`src/rtl/tmr_pkg.sv`:
```
package tmr_pkg;

  localparam int OFS_CTRL = 0;
  localparam int OFS_MODE = 1;
  localparam int OFS_IOC  = 2;
  localparam int OFS_IER  = 4;
  localparam int OFS_STAT = 5;
  localparam int OFS_CNT  = 6;
  localparam int OFS_GRA  = 8;
  localparam int OFS_GRB  = 10;

  localparam logic [2:0] CLR_NONE = 3'd0;
  localparam logic [2:0] CLR_GRA  = 3'd1;
  localparam logic [2:0] CLR_GRB  = 3'd2;
  localparam logic [2:0] CLR_SYNC = 3'd3;

  localparam logic [1:0] EDGE_RISE = 2'd0;
  localparam logic [1:0] EDGE_FALL = 2'd1;

  localparam logic [1:0] ACT_CLR = 2'd1;
  localparam logic [1:0] ACT_SET = 2'd2;
  localparam logic [1:0] ACT_TGL = 2'd3;

  localparam logic [3:0] IOC_CAP_RISE = 4'd8;
  localparam logic [3:0] IOC_CAP_FALL = 4'd9;
  localparam logic [3:0] IOC_CAP_BOTH = 4'd10;

  // Output-compare code carrying a defined initial level (1..3, 5..7)
  function automatic logic ioc_has_level(input logic [3:0] c);
    return (c[3] == 1'b0) && (c[1:0] != 2'd0);
  endfunction

  function automatic logic ioc_is_capture(input logic [3:0] c);
    return (c == IOC_CAP_RISE) || (c == IOC_CAP_FALL) || (c == IOC_CAP_BOTH);
  endfunction

endpackage

```
`src/rtl/tmr_prescaler.sv`:
```
module tmr_prescaler #(
  parameter int MAXDIV = 64,
  localparam int PW = $clog2(MAXDIV)
) (
  input  logic       clk,
  input  logic       rst_n,
  input  logic       run_i,
  input  logic [2:0] div_i,
  input  logic [1:0] edge_i,
  output logic       tick_o
);
  import tmr_pkg::*;

  logic [PW-1:0] ph_q, ph_d;
  logic [PW-1:0] last_ph, mid_ph;
  logic          div_one;
  logic          at_end, at_mid, edge_hit;

  always_comb begin
    div_one = 1'b0;
    last_ph = '0;
    case (div_i)
      3'd1:    last_ph = PW'((1 << 2) - 1);
      3'd2:    last_ph = PW'((1 << 4) - 1);
      3'd3:    last_ph = PW'((1 << 6) - 1);
      default: div_one = 1'b1;
    endcase
    mid_ph = last_ph >> 1;
  end

  always_comb begin
    at_end = (ph_q == last_ph);
    at_mid = (ph_q == mid_ph);
    case (edge_i)
      EDGE_RISE: edge_hit = at_end;
      EDGE_FALL: edge_hit = at_mid;
      default:   edge_hit = at_end | at_mid;
    endcase
    tick_o = run_i & (div_one | edge_hit);
  end

  always_comb begin
    if (!run_i || div_one || ph_q >= last_ph) ph_d = '0;
    else                                       ph_d = ph_q + 1'b1;
  end

  always_ff @(posedge clk or negedge rst_n) begin
    if (!rst_n) ph_q <= '0;
    else        ph_q <= ph_d;
  end

  // the phase starts over every time the run bit comes back
  p_phase_restart_r3: assert property (@(posedge clk) disable iff (!rst_n)
    $rose(run_i) |-> (ph_q == '0));

endmodule

```
`src/rtl/tmr_pin_unit.sv`:
```
module tmr_pin_unit #(
  parameter int W = 16
) (
  input  logic         clk,
  input  logic         rst_n,
  input  logic [3:0]   ioc_i,
  input  logic         ioc_wr_i,
  input  logic [3:0]   ioc_new_i,
  input  logic         gr_wr_i,
  input  logic [W-1:0] wdata_i,
  input  logic [W-1:0] cnt_i,
  input  logic         tick_i,
  input  logic         cap_in_i,
  output logic [W-1:0] gr_o,
  output logic         pin_o,
  output logic         event_o
);
  import tmr_pkg::*;

  logic [W-1:0] gr_q, gr_d;
  logic         pin_q, pin_d;
  logic         s1_q, s2_q, s3_q;
  logic         rise, fall, cap_mode, cap_hit, match;

  always_comb begin
    rise     = s2_q & ~s3_q;
    fall     = ~s2_q & s3_q;
    cap_mode = ioc_is_capture(ioc_i);
    cap_hit  = ((ioc_i == IOC_CAP_RISE) & rise) |
               ((ioc_i == IOC_CAP_FALL) & fall) |
               ((ioc_i == IOC_CAP_BOTH) & (rise | fall));
    match    = ~cap_mode & tick_i & (cnt_i == gr_q);
    event_o  = match | cap_hit;
  end

  always_comb begin
    if (gr_wr_i)      gr_d = wdata_i;
    else if (cap_hit) gr_d = cnt_i;
    else              gr_d = gr_q;
  end

  always_comb begin
    pin_d = pin_q;
    if (ioc_wr_i) begin
      if (ioc_has_level(ioc_new_i)) pin_d = ioc_new_i[2];
    end else if (match && ioc_has_level(ioc_i)) begin
      case (ioc_i[1:0])
        ACT_CLR: pin_d = 1'b0;
        ACT_SET: pin_d = 1'b1;
        ACT_TGL: pin_d = ~pin_q;
        default: pin_d = pin_q;
      endcase
    end
  end

  always_ff @(posedge clk or negedge rst_n) begin
    if (!rst_n) begin
      gr_q  <= '1;
      pin_q <= 1'b0;
      s1_q  <= 1'b0;
      s2_q  <= 1'b0;
      s3_q  <= 1'b0;
    end else begin
      gr_q  <= gr_d;
      pin_q <= pin_d;
      s1_q  <= cap_in_i;
      s2_q  <= s1_q;
      s3_q  <= s2_q;
    end
  end

  assign gr_o  = gr_q;
  assign pin_o = pin_q;

  // the pin moves only on an I/O control write or a compare match
  p_pin_hold_r8: assert property (@(posedge clk) disable iff (!rst_n)
    (!ioc_wr_i && !match) |=> $stable(pin_q));

  // the general register moves only on a bus write or a selected edge
  p_gr_hold_r9: assert property (@(posedge clk) disable iff (!rst_n)
    (!gr_wr_i && !cap_hit) |=> $stable(gr_q));

endmodule

```
`src/rtl/tmr_status.sv`:
```
module tmr_status (
  input  logic       clk,
  input  logic       rst_n,
  input  logic [2:0] set_i,
  input  logic       rd_i,
  input  logic       wr_i,
  input  logic [2:0] wbits_i,
  input  logic [2:0] en_i,
  output logic [2:0] flags_o,
  output logic       irq_o
);
  logic [2:0] flags_q, flags_d;
  logic [2:0] arm_q, arm_d;
  logic [2:0] clr;

  always_comb begin
    clr     = {3{wr_i}} & ~wbits_i & arm_q;
    flags_d = set_i | (flags_q & ~clr);
    if (wr_i)      arm_d = '0;
    else if (rd_i) arm_d = arm_q | flags_q;
    else           arm_d = arm_q;
  end

  always_ff @(posedge clk or negedge rst_n) begin
    if (!rst_n) begin
      flags_q <= '0;
      arm_q   <= '0;
    end else begin
      flags_q <= flags_d;
      arm_q   <= arm_d;
    end
  end

  assign flags_o = flags_q;
  assign irq_o   = |(flags_q & en_i);

  // a flag can fall only after a read-armed write of 0
  p_flag_clear_r10: assert property (@(posedge clk) disable iff (!rst_n)
    $fell(flags_q[0]) |-> $past(wr_i && !wbits_i[0] && arm_q[0]));

  // a reported event is visible as a flag one cycle later
  p_flag_set_r7: assert property (@(posedge clk) disable iff (!rst_n)
    set_i[1] |=> flags_q[1]);

endmodule

```
`src/rtl/tmr_channel.sv`:
```
module tmr_channel #(
  parameter int CNT_W  = 16,
  parameter int REG_W  = 8,
  parameter int ADDR_W = 4,
  parameter int MAXDIV = 64
) (
  input  logic              clk,
  input  logic              rst_n,
  input  logic              bus_wr,
  input  logic              bus_rd,
  input  logic [ADDR_W-1:0] bus_addr,
  input  logic [CNT_W-1:0]  bus_wdata,
  output logic [CNT_W-1:0]  bus_rdata,
  input  logic              run_i,
  input  logic              sync_clr_i,
  input  logic              cap_a_i,
  input  logic              cap_b_i,
  output logic              irq_o,
  output logic              cmp_a_o,
  output logic              cmp_b_o
);
  import tmr_pkg::*;

  localparam int NPIN = 2;

  logic [REG_W-1:0] ctrl_q, mode_q, ioc_q, ier_q;
  logic [CNT_W-1:0] cnt_q, cnt_d;
  logic             wr_ctrl, wr_mode, wr_ioc, wr_ier, wr_stat, wr_cnt, rd_stat;
  logic             tick, clr_hit, ovf_hit;
  logic [2:0]       clr_sel;
  logic [2:0]       flags;
  logic [CNT_W-1:0] gr_w  [NPIN];
  logic             pin_w [NPIN];
  logic             evt_w [NPIN];
  logic             cap_w [NPIN];

  assign cap_w[0] = cap_a_i;
  assign cap_w[1] = cap_b_i;

  always_comb begin
    wr_ctrl = bus_wr && (bus_addr == ADDR_W'(OFS_CTRL));
    wr_mode = bus_wr && (bus_addr == ADDR_W'(OFS_MODE));
    wr_ioc  = bus_wr && (bus_addr == ADDR_W'(OFS_IOC));
    wr_ier  = bus_wr && (bus_addr == ADDR_W'(OFS_IER));
    wr_stat = bus_wr && (bus_addr == ADDR_W'(OFS_STAT));
    wr_cnt  = bus_wr && (bus_addr == ADDR_W'(OFS_CNT));
    rd_stat = bus_rd && (bus_addr == ADDR_W'(OFS_STAT));
  end

  always_ff @(posedge clk or negedge rst_n) begin
    if (!rst_n) begin
      ctrl_q <= '0;
      mode_q <= '0;
      ioc_q  <= '0;
      ier_q  <= '0;
    end else begin
      if (wr_ctrl) ctrl_q <= bus_wdata[REG_W-1:0];
      if (wr_mode) mode_q <= bus_wdata[REG_W-1:0];
      if (wr_ioc)  ioc_q  <= bus_wdata[REG_W-1:0];
      if (wr_ier)  ier_q  <= bus_wdata[REG_W-1:0];
    end
  end

  tmr_prescaler #(.MAXDIV(MAXDIV)) u_presc (
    .clk    (clk),
    .rst_n  (rst_n),
    .run_i  (run_i),
    .div_i  (ctrl_q[2:0]),
    .edge_i (ctrl_q[4:3]),
    .tick_o (tick)
  );

  for (genvar i = 0; i < NPIN; i++) begin : g_pin
    tmr_pin_unit #(.W(CNT_W)) u_pin (
      .clk       (clk),
      .rst_n     (rst_n),
      .ioc_i     (ioc_q[4*i +: 4]),
      .ioc_wr_i  (wr_ioc),
      .ioc_new_i (bus_wdata[4*i +: 4]),
      .gr_wr_i   (bus_wr && (bus_addr == ADDR_W'(OFS_GRA + 2*i))),
      .wdata_i   (bus_wdata),
      .cnt_i     (cnt_q),
      .tick_i    (tick),
      .cap_in_i  (cap_w[i]),
      .gr_o      (gr_w[i]),
      .pin_o     (pin_w[i]),
      .event_o   (evt_w[i])
    );
  end

  always_comb begin
    clr_sel = ctrl_q[7:5];
    case (clr_sel)
      CLR_GRA:  clr_hit = evt_w[0];
      CLR_GRB:  clr_hit = evt_w[1];
      CLR_SYNC: clr_hit = sync_clr_i;
      default:  clr_hit = 1'b0;
    endcase
    ovf_hit = tick & (&cnt_q);
    if (wr_cnt)       cnt_d = bus_wdata;
    else if (clr_hit) cnt_d = '0;
    else if (tick)    cnt_d = cnt_q + 1'b1;
    else              cnt_d = cnt_q;
  end

  always_ff @(posedge clk or negedge rst_n) begin
    if (!rst_n) cnt_q <= '0;
    else        cnt_q <= cnt_d;
  end

  tmr_status u_stat (
    .clk     (clk),
    .rst_n   (rst_n),
    .set_i   ({ovf_hit, evt_w[1], evt_w[0]}),
    .rd_i    (rd_stat),
    .wr_i    (wr_stat),
    .wbits_i ({bus_wdata[4], bus_wdata[1], bus_wdata[0]}),
    .en_i    ({ier_q[4], ier_q[1], ier_q[0]}),
    .flags_o (flags),
    .irq_o   (irq_o)
  );

  always_comb begin
    bus_rdata = '0;
    case (bus_addr)
      ADDR_W'(OFS_CTRL): bus_rdata[REG_W-1:0] = ctrl_q;
      ADDR_W'(OFS_MODE): bus_rdata[REG_W-1:0] = mode_q;
      ADDR_W'(OFS_IOC):  bus_rdata[REG_W-1:0] = ioc_q;
      ADDR_W'(OFS_IER):  bus_rdata[REG_W-1:0] = ier_q;
      ADDR_W'(OFS_STAT): bus_rdata[4:0] = {flags[2], 2'b00, flags[1], flags[0]};
      ADDR_W'(OFS_CNT):  bus_rdata = cnt_q;
      ADDR_W'(OFS_GRA):  bus_rdata = gr_w[0];
      ADDR_W'(OFS_GRB):  bus_rdata = gr_w[1];
      default:           bus_rdata = '0;
    endcase
  end

  assign cmp_a_o = pin_w[0];
  assign cmp_b_o = pin_w[1];

  // a stopped channel keeps its count unless written or cleared
  p_count_gated_r3: assert property (@(posedge clk) disable iff (!rst_n)
    (!run_i && !wr_cnt && !clr_hit) |=> $stable(cnt_q));

  // a compare match on the chosen clear register returns the count to 0
  p_period_wrap_r5: assert property (@(posedge clk) disable iff (!rst_n)
    (clr_sel == CLR_GRA && evt_w[0] && !wr_cnt) |=> (cnt_q == '0));

  // a tick at all-ones raises the overflow flag
  p_overflow_flag_r6: assert property (@(posedge clk) disable iff (!rst_n)
    (tick && (&cnt_q)) |=> flags[2]);

endmodule

```
`config.mk`:
```
export PLATFORM = sky130hd
export DESIGN_NAME = tmr_channel
export DESIGN_NICKNAME = d
export VERILOG_FILES = /design/src/rtl/tmr_pkg.sv /design/src/rtl/tmr_prescaler.sv /design/src/rtl/tmr_pin_unit.sv /design/src/rtl/tmr_status.sv /design/src/rtl/tmr_channel.sv
export SDC_FILE = /design/constraint.sdc
export NUM_CORES = 1
export LEC_CHECK = 0
export BUFFER_PORTS_ARGS = -buffer_cell sky130_fd_sc_hd__buf_2
export CAP_MARGIN = 20
export CORE_AREA = 3 3 106 108
export DETAILED_ROUTE_END_ITERATION = 8
export DIE_AREA = 0 0 109 111
export PLACE_DENSITY_LB_ADDON = 0.3
export SETUP_SLACK_MARGIN = 0.2
export SYNTH_ARGS = -nofsm -noshare
export SYNTH_HDL_FRONTEND = slang
export SYNTH_SLANG_ARGS = --single-unit
```
`constraint.sdc`:
```
create_clock -name clk -period 2.8 [get_ports clk]
set_clock_uncertainty 0.05 [all_clocks]
set_input_delay 0.56 -clock clk [delete_from_list [all_inputs] [get_ports clk]]
set_output_delay 0.56 -clock clk [all_outputs]
set_load 0.01 [all_outputs]
```
# Word level (Yosys, flattened, before mapping)
# Cells that the tools add are included.
word_totals:
  reg_bits: 100
  input_bits: 28
classes:
  addsub: 2
  n_lt_le_gt_ge: 1
  n_eq_ne: 32
  muxes: 25
  n_bitwise: 46
  n_reduce_logical: 41
op_table:
  columns: ["operator", "count"]
  rows:
  - ["two-way mux 16 bit", 7]
  - ["one-hot mux 5 bit (8 select lines)", 1]
  - ["== test 16 bit", 2]
  - ["== test 4 bit (second input constant)", 8]
  - ["one-hot mux 8 bit (3 select lines)", 1]
  - ["one-hot mux 3 bit (7 select lines)", 1]
  - ["one-hot mux 6 bit (3 select lines)", 1]
  - ["nonzero test 2 bit", 9]
  - ["adder 16 x 1 -> 16 bit (second input constant)", 1]
  - ["AND 1 bit", 16]
  - ["AND reduction 16 bit", 1]
  - ["logical AND 1 bit", 15]
  - ["AND 3 bit", 4]
  - ["== test 3 x 2 -> 1 bit (second input constant)", 4]
  - ["== test 4 x 3 -> 1 bit (second input constant)", 3]
  - ["NOT 1 bit", 12]
  - ["OR 1 bit", 10]
  - ["one-hot mux 1 bit (3 select lines)", 3]
  - ["== test 2 bit (second input constant)", 4]
  - ["nonzero test 4 bit", 2]
  - ["two-way mux 1 bit", 7]
  - ["adder 6 x 1 -> 6 bit (second input constant)", 1]
  - ["== test 2 x 1 -> 1 bit (second input constant)", 3]
  - ["== test 3 x 1 -> 1 bit (second input constant)", 2]
  - ["19 further kinds", 29]

# Depth between registers and ports, before layout
depth:
  depth_word: 13
  mapped_depth: 11

# By module
# Synthesis repeated with hierarchy kept, for this count alone.
hier_totals:
  hier_cells: 585
  hier_area_um2: 6062.1
by_module_without_submodules:
  columns: ["mod", "instances", "cells_each", "area_each_um2"]
  rows:
  - ["tmr_channel", 1, 266, 2880.3]
  - ["tmr_pin_unit", 2, 121, 1217.4]
  - ["tmr_prescaler", 1, 56, 513.0]
  - ["tmr_status", 1, 21, 234.0]

# Worst setup path before layout
# Ideal clock, no wire load.
synth_path:
  path_kind: "register to register"
  from: "reg ctrl_q[0]"
  to: "reg g_pin[0].u_pin.pin_q"
  setup_ns: 0.125
  t_arrival_ns: 2.253
  required_ns: 2.625
  path_slack_ns: 0.372
  path_stages_with_launch: 9
  path_cell_list: "dfrtp_1 -> o21bai_1 -> inv_1 -> ha_1 -> a31oi_1 -> a21oi_1 -> nand3_4 -> o41ai_1 -> mux2_2"
synth_via:
  elab_chain_cells: 12
  elab_cells_between_ends: 17
  cone_classes: "eq/ne (5); mux (3); bitwise (5); reduce/logical (4)"
synth_lines:
  columns: ["element", "line", "rtl"]
  rows:
  - ["start: declaration", "tmr_channel.sv:26", "logic [REG_W-1:0] ctrl_q, mode_q, ioc_q, ier_q;"]
  - ["start signal: assignment", "tmr_channel.sv:57", "if (wr_ctrl) ctrl_q <= bus_wdata[REG_W-1:0];"]
  - ["== test 3 x 2 -> 1 bit / == test 3 x 1 -> 1 bit (equally long branches)", "tmr_prescaler.sv:22", "case (div_i)"]
  - ["one-hot mux 6 bit (3 select lines)", "tmr_prescaler.sv:22", null]
  - ["== test 6 bit / == test 6 x 5 -> 1 bit (equally long branches)", "tmr_prescaler.sv:32, tmr_prescaler.sv:33", null]
  - ["OR 1 bit", "tmr_prescaler.sv:37", "default: edge_hit = at_end | at_mid;"]
  - ["one-hot mux 1 bit (2 select lines)", "tmr_prescaler.sv:34", "case (edge_i)"]
  - ["OR 1 bit (*)", "tmr_prescaler.sv:39", "tick_o = run_i & (div_one | edge_hit);"]
  - ["AND 1 bit (*)", "tmr_prescaler.sv:39", null]
  - ["AND 1 bit (*) (2 in series)", "tmr_pin_unit.sv:32", "match = ~cap_mode & tick_i & (cnt_i == gr_q);"]
  - ["logical AND 1 bit (*)", "tmr_pin_unit.sv:46", "end else if (match && ioc_has_level(ioc_i)) begin"]
  - ["nonzero test 2 bit (no line) (*)", null, null]
  - ["AND reduction 3 bit (no line) (*)", null, null]
  - ["end signal: assignment", "tmr_pin_unit.sv:65", "pin_q <= pin_d;"]
  - ["end: declaration", "tmr_pin_unit.sv:21", "logic pin_q, pin_d;"]
# Every way passes the cells marked *; elsewhere a longest branch is shown, timed or not.
# A chain may end at the register's enable or synchronous reset.

# Worst setup path in the final report
layout_path:
  from: "in bus_addr[3]"
  to: "out bus_rdata[4]"
layout_via:
  elab_chain_cells: 2
  elab_cells_between_ends: 9
  cone_classes: "eq/ne (7); mux (1); reduce/logical (1)"
layout_lines:
  columns: ["element", "line", "rtl"]
  rows:
  - ["start: declaration", "tmr_channel.sv:11", "input logic [ADDR_W-1:0] bus_addr,"]
  - ["== test 4 bit (tied with other cells)", "tmr_channel.sv:125", "case (bus_addr)"]
  - ["one-hot mux 5 bit (8 select lines) (*)", "tmr_channel.sv:125", null]
  - ["end: declaration", "tmr_channel.sv:13", "output logic [CNT_W-1:0] bus_rdata,"]
# Marked as above.

==> impl_results.md <==
* Setup WS post-layout at 266 ps
* Yosys warning count at 0
* Hpwl dp at 13.4 mm
* I/O Pins at 47
* Total of max-cap violations at 0
* Busiest grt layer: met2
* Register area share after synthesis at 40.3%
* Cell variety after synth at 64
* Iter 0 DRT Violations at 595
* Post-synth top cells: nand2_1, dfrtp_1, o21ai_0
* Grt total ovfl at 0
* Clock root cell: clkbuf_8
* Post-synth top area cell: dfrtp_1
* Worst Tran Pin Value at 522 ps
* RSZ-0062 raised after global routing: yes
* GRT Util Overall at 31.8%
* FF-to-FF End: cnt_q[15]$_DFFE_PN0P_
* Die area at 12100 sq um
* Final nets at 752
* Die height at 111 um
* Fin crit period at 2530 ps
* Top-count cell post-synth: nand2_1
* Crit path capture type: primary output
* Wire per inst at 21.8 um
* Post-synth top area share at 26.9%
* Combinational power share at 36.3%
* Antenna violations before repair at 0
* Global-route wire length before repair at 29.5 mm
* Clk pwr share at 15.9%
* Site Rows at 37
* Port Buffers at 46
* Fmax at 395 MHz
* Synthesized Nets at 709
* Antenna-violating nets left at 0
* Core area at 10300 sq um
* Sw Share at 39.2%
* Number of max-slew violations in the final report at 0
* Critical Path RT at 2190 ps
* Async SR Flop Fraction at 100%
* Largest net degree at the start of global routing at 72
* Clock sink count at 100
* P_leak at 2.91 nW
* Placer Congestion at 0.964
* Seq cells post-synth at 100
* Slew HR at 64.9%
* Int Power at 3.27 mW
* Vias in the first global route at 5469
* Reg2Reg Depth at 9
* TNS Setup at 0 ps
* Status: finished, final reports clean
* Min-delay worst type: primary input to async pin
* Vias per std cell at 6.61
* Critical Path AT at 1920 ps
* Clk pin slew, worst setup/hold paths at 100 ps
* Area growth syn-to-layout at 11.3%
* Clock insertion delay at the later pin of the skew report at 390 ps
* Setup violations, final at 0
* DRC errors left at 0
* Layout cell share with drive strength beyond 1 at 27.3%
* Die width at 109 um
* Met2 track demand over resource at 47.5%
* Starting Density at 61.2%
* Power per standard cell area at 764 nW/um^2
* Pre-antenna DRT Iters at 5
* Crit path max fanout at 10
* Ant. Diodes at 0
* Share of the cycle needed by the critical path after routing at 90.5%
* Post-Synthesis Cell Area at 6320 sq um
* H-tree Lvls at 3
* Synth area leaders: dfrtp_1, dfstp_2, mux2_2
* Main synth FF type: dfrtp_1
* Startpoint types: primary input
* Reg2reg start: ioc_q[0]$_DFFE_PN0P_
* Seq pwr share at 47.8%
* CP Class: primary input to primary output
* Peak supply drop at 0.492 mV
* CTS Buf Count at 9
* Hold-fix buffers, CTS at 0
* Via count at 5609
* Synth Area per Inst at 9.50 sq um
* Total routed wirelength at 18.5 mm
* GRT met1 Usage at 46.0%
* Net Sw Power at 2.11 mW
* Longest Clk Path Bufs at 2
* Post-Synthesis Cells at 665
* R2R Setup Slk at 310 ps
* DP Worst Slack at 157 ps
* Final Hold Viols at 0
* Grt met3 use at 5.36%
* Post-synth EDFFs at 0
* CTS tree: done
-- layout make-up --
class	instances	area (sq um)
Tap cell	136	170
Multi-Input combinational cell	478	3450
Clock buffer	10	128
Timing Repair Buffer	89	581
Fill cell	816	3290
Clock inverter	6	41.3
Sequential cell	100	2550
Inverter	30	113
-- critical path, cell delays in order --
cell	delay, ps
buf_2	100
buf_4	170
nand2b_1	160
nor3_2	50
buf_4	170
a221oi_1	390
nand3_1	150
buf_2	170
-- registers in the layout, summed over array words and instances, names as in the netlist --
register	cells
u_stat.flags_o	3
g_pin.u_pin.s1_q	2
ier_q	8
ctrl_q	8
g_pin.u_pin.s2_q	2
g_pin.u_pin.pin_o	2
mode_q	8
cnt_q	16
u_presc.ph_q	6
g_pin.u_pin.gr_o	32
ioc_q	8
g_pin.u_pin.s3_q	2
u_stat.arm_q	3
-- cells by family after synthesis --
| family | after synthesis | share of synthesized area [%] |
|---|---|---|
| xor+xnor | 37 | 5.13 |
| mux | 65 | 10.9 |
| compound gates | 152 | 17.3 |
| buf+inv | 87 | 6.24 |
| fa+ha+maj | 16 | 3.17 |
| flops | 100 | 40.3 |
| simple gates | 208 | 17.0 |
-- layer usage --
layer  wire [um]  part of all wire [%]
met3        1710                   9.2
met4         514                   2.8
met1        7550                    41
met2        8740                    47
met5           0                     0
-- how the worst max path moves through the flow --
stage / end / depth (start not counted) / startpoint / slack, ps
after floorplan: g_pin[0].u_pin.pin_o$_DFFE_PN0P_ / 8 / ctrl_q[0]$_DFFE_PN0P_ / 370
after global placement: cnt_q[3]$_DFFE_PN0P_ / 8 / ioc_q[0]$_DFFE_PN0P_ / 200
after detailed placement: g_pin[0].u_pin.pin_o$_DFFE_PN0P_ / 8 / ctrl_q[0]$_DFFE_PN0P_ / 160
after CTS: cnt_q[15]$_DFFE_PN0P_ / 9 / ioc_q[0]$_DFFE_PN0P_ / 250
after global routing: bus_rdata[4] / 8 / bus_addr[3] / 200
final: bus_rdata[4] / 8 / bus_addr[3] / 270
-- per-stage QoR --
| step | power [mW] | util (%) | instance area, sq um | hold slack, ps | instances |
|---|---|---|---|---|---|
| floorplan | 3.79 | - | 6320 | 214 | 665 |
| global placement | 4.35 | 65.6 | 6780 | 286 | 828 |
| detailed placement | 4.44 | 65.6 | 6780 | 290 | 828 |
| CTS | 5.31 | 67.5 | 6970 | 58.6 | 846 |
| global route | 5.69 | 68.1 | 7030 | 72.0 | 849 |
| finish | 5.37 | 68.1 | 7030 | 43.3 | 849 |
-- placed cells by master (no fill, tap or decap), types with 5 or more instances in the layout --
| master | count |
|---|---|
| a211oi_1 | 8 |
| a21o_1 | 5 |
| nand4_1 | 15 |
| dfstp_2 | 32 |
| nand2_1 | 84 |
| a32oi_1 | 9 |
| nand3b_1 | 6 |
| dfrtp_1 | 65 |
| nand2b_1 | 9 |
| clkbuf_8 | 9 |
| mux2i_1 | 34 |
| inv_1 | 30 |
| o21ai_0 | 49 |
| nand3_1 | 22 |
| nor3_1 | 13 |
| a311oi_1 | 5 |
| a222oi_1 | 11 |
| mux2_2 | 31 |
| xor2_1 | 8 |
| xnor2_1 | 29 |
| nor2_1 | 22 |
| a21oi_1 | 10 |
| buf_4 | 42 |
| a22oi_1 | 21 |
| buf_2 | 45 |
| ha_1 | 15 |
-- power groups by stage --
stage,clock network (mW),registers (mW),logic (mW)
CTS,0.871,2.55,1.90
detailed placement,0,2.56,1.88
finish,0.855,2.57,1.95
global placement,0,2.53,1.82
global route,0.929,2.63,2.13
floorplan,0,2.30,1.48
-- what timing repair did --
| action | 4_1_cts | 5_1_grt |
|---|---|---|
| gates resized for setup | 3 | 9 |
| pin swaps | 1 | 1 |
| setup buffers | 2 | 3 |
| setup endpoints to repair | 8 | 25 |
Power figures use the tool's default switching activity.
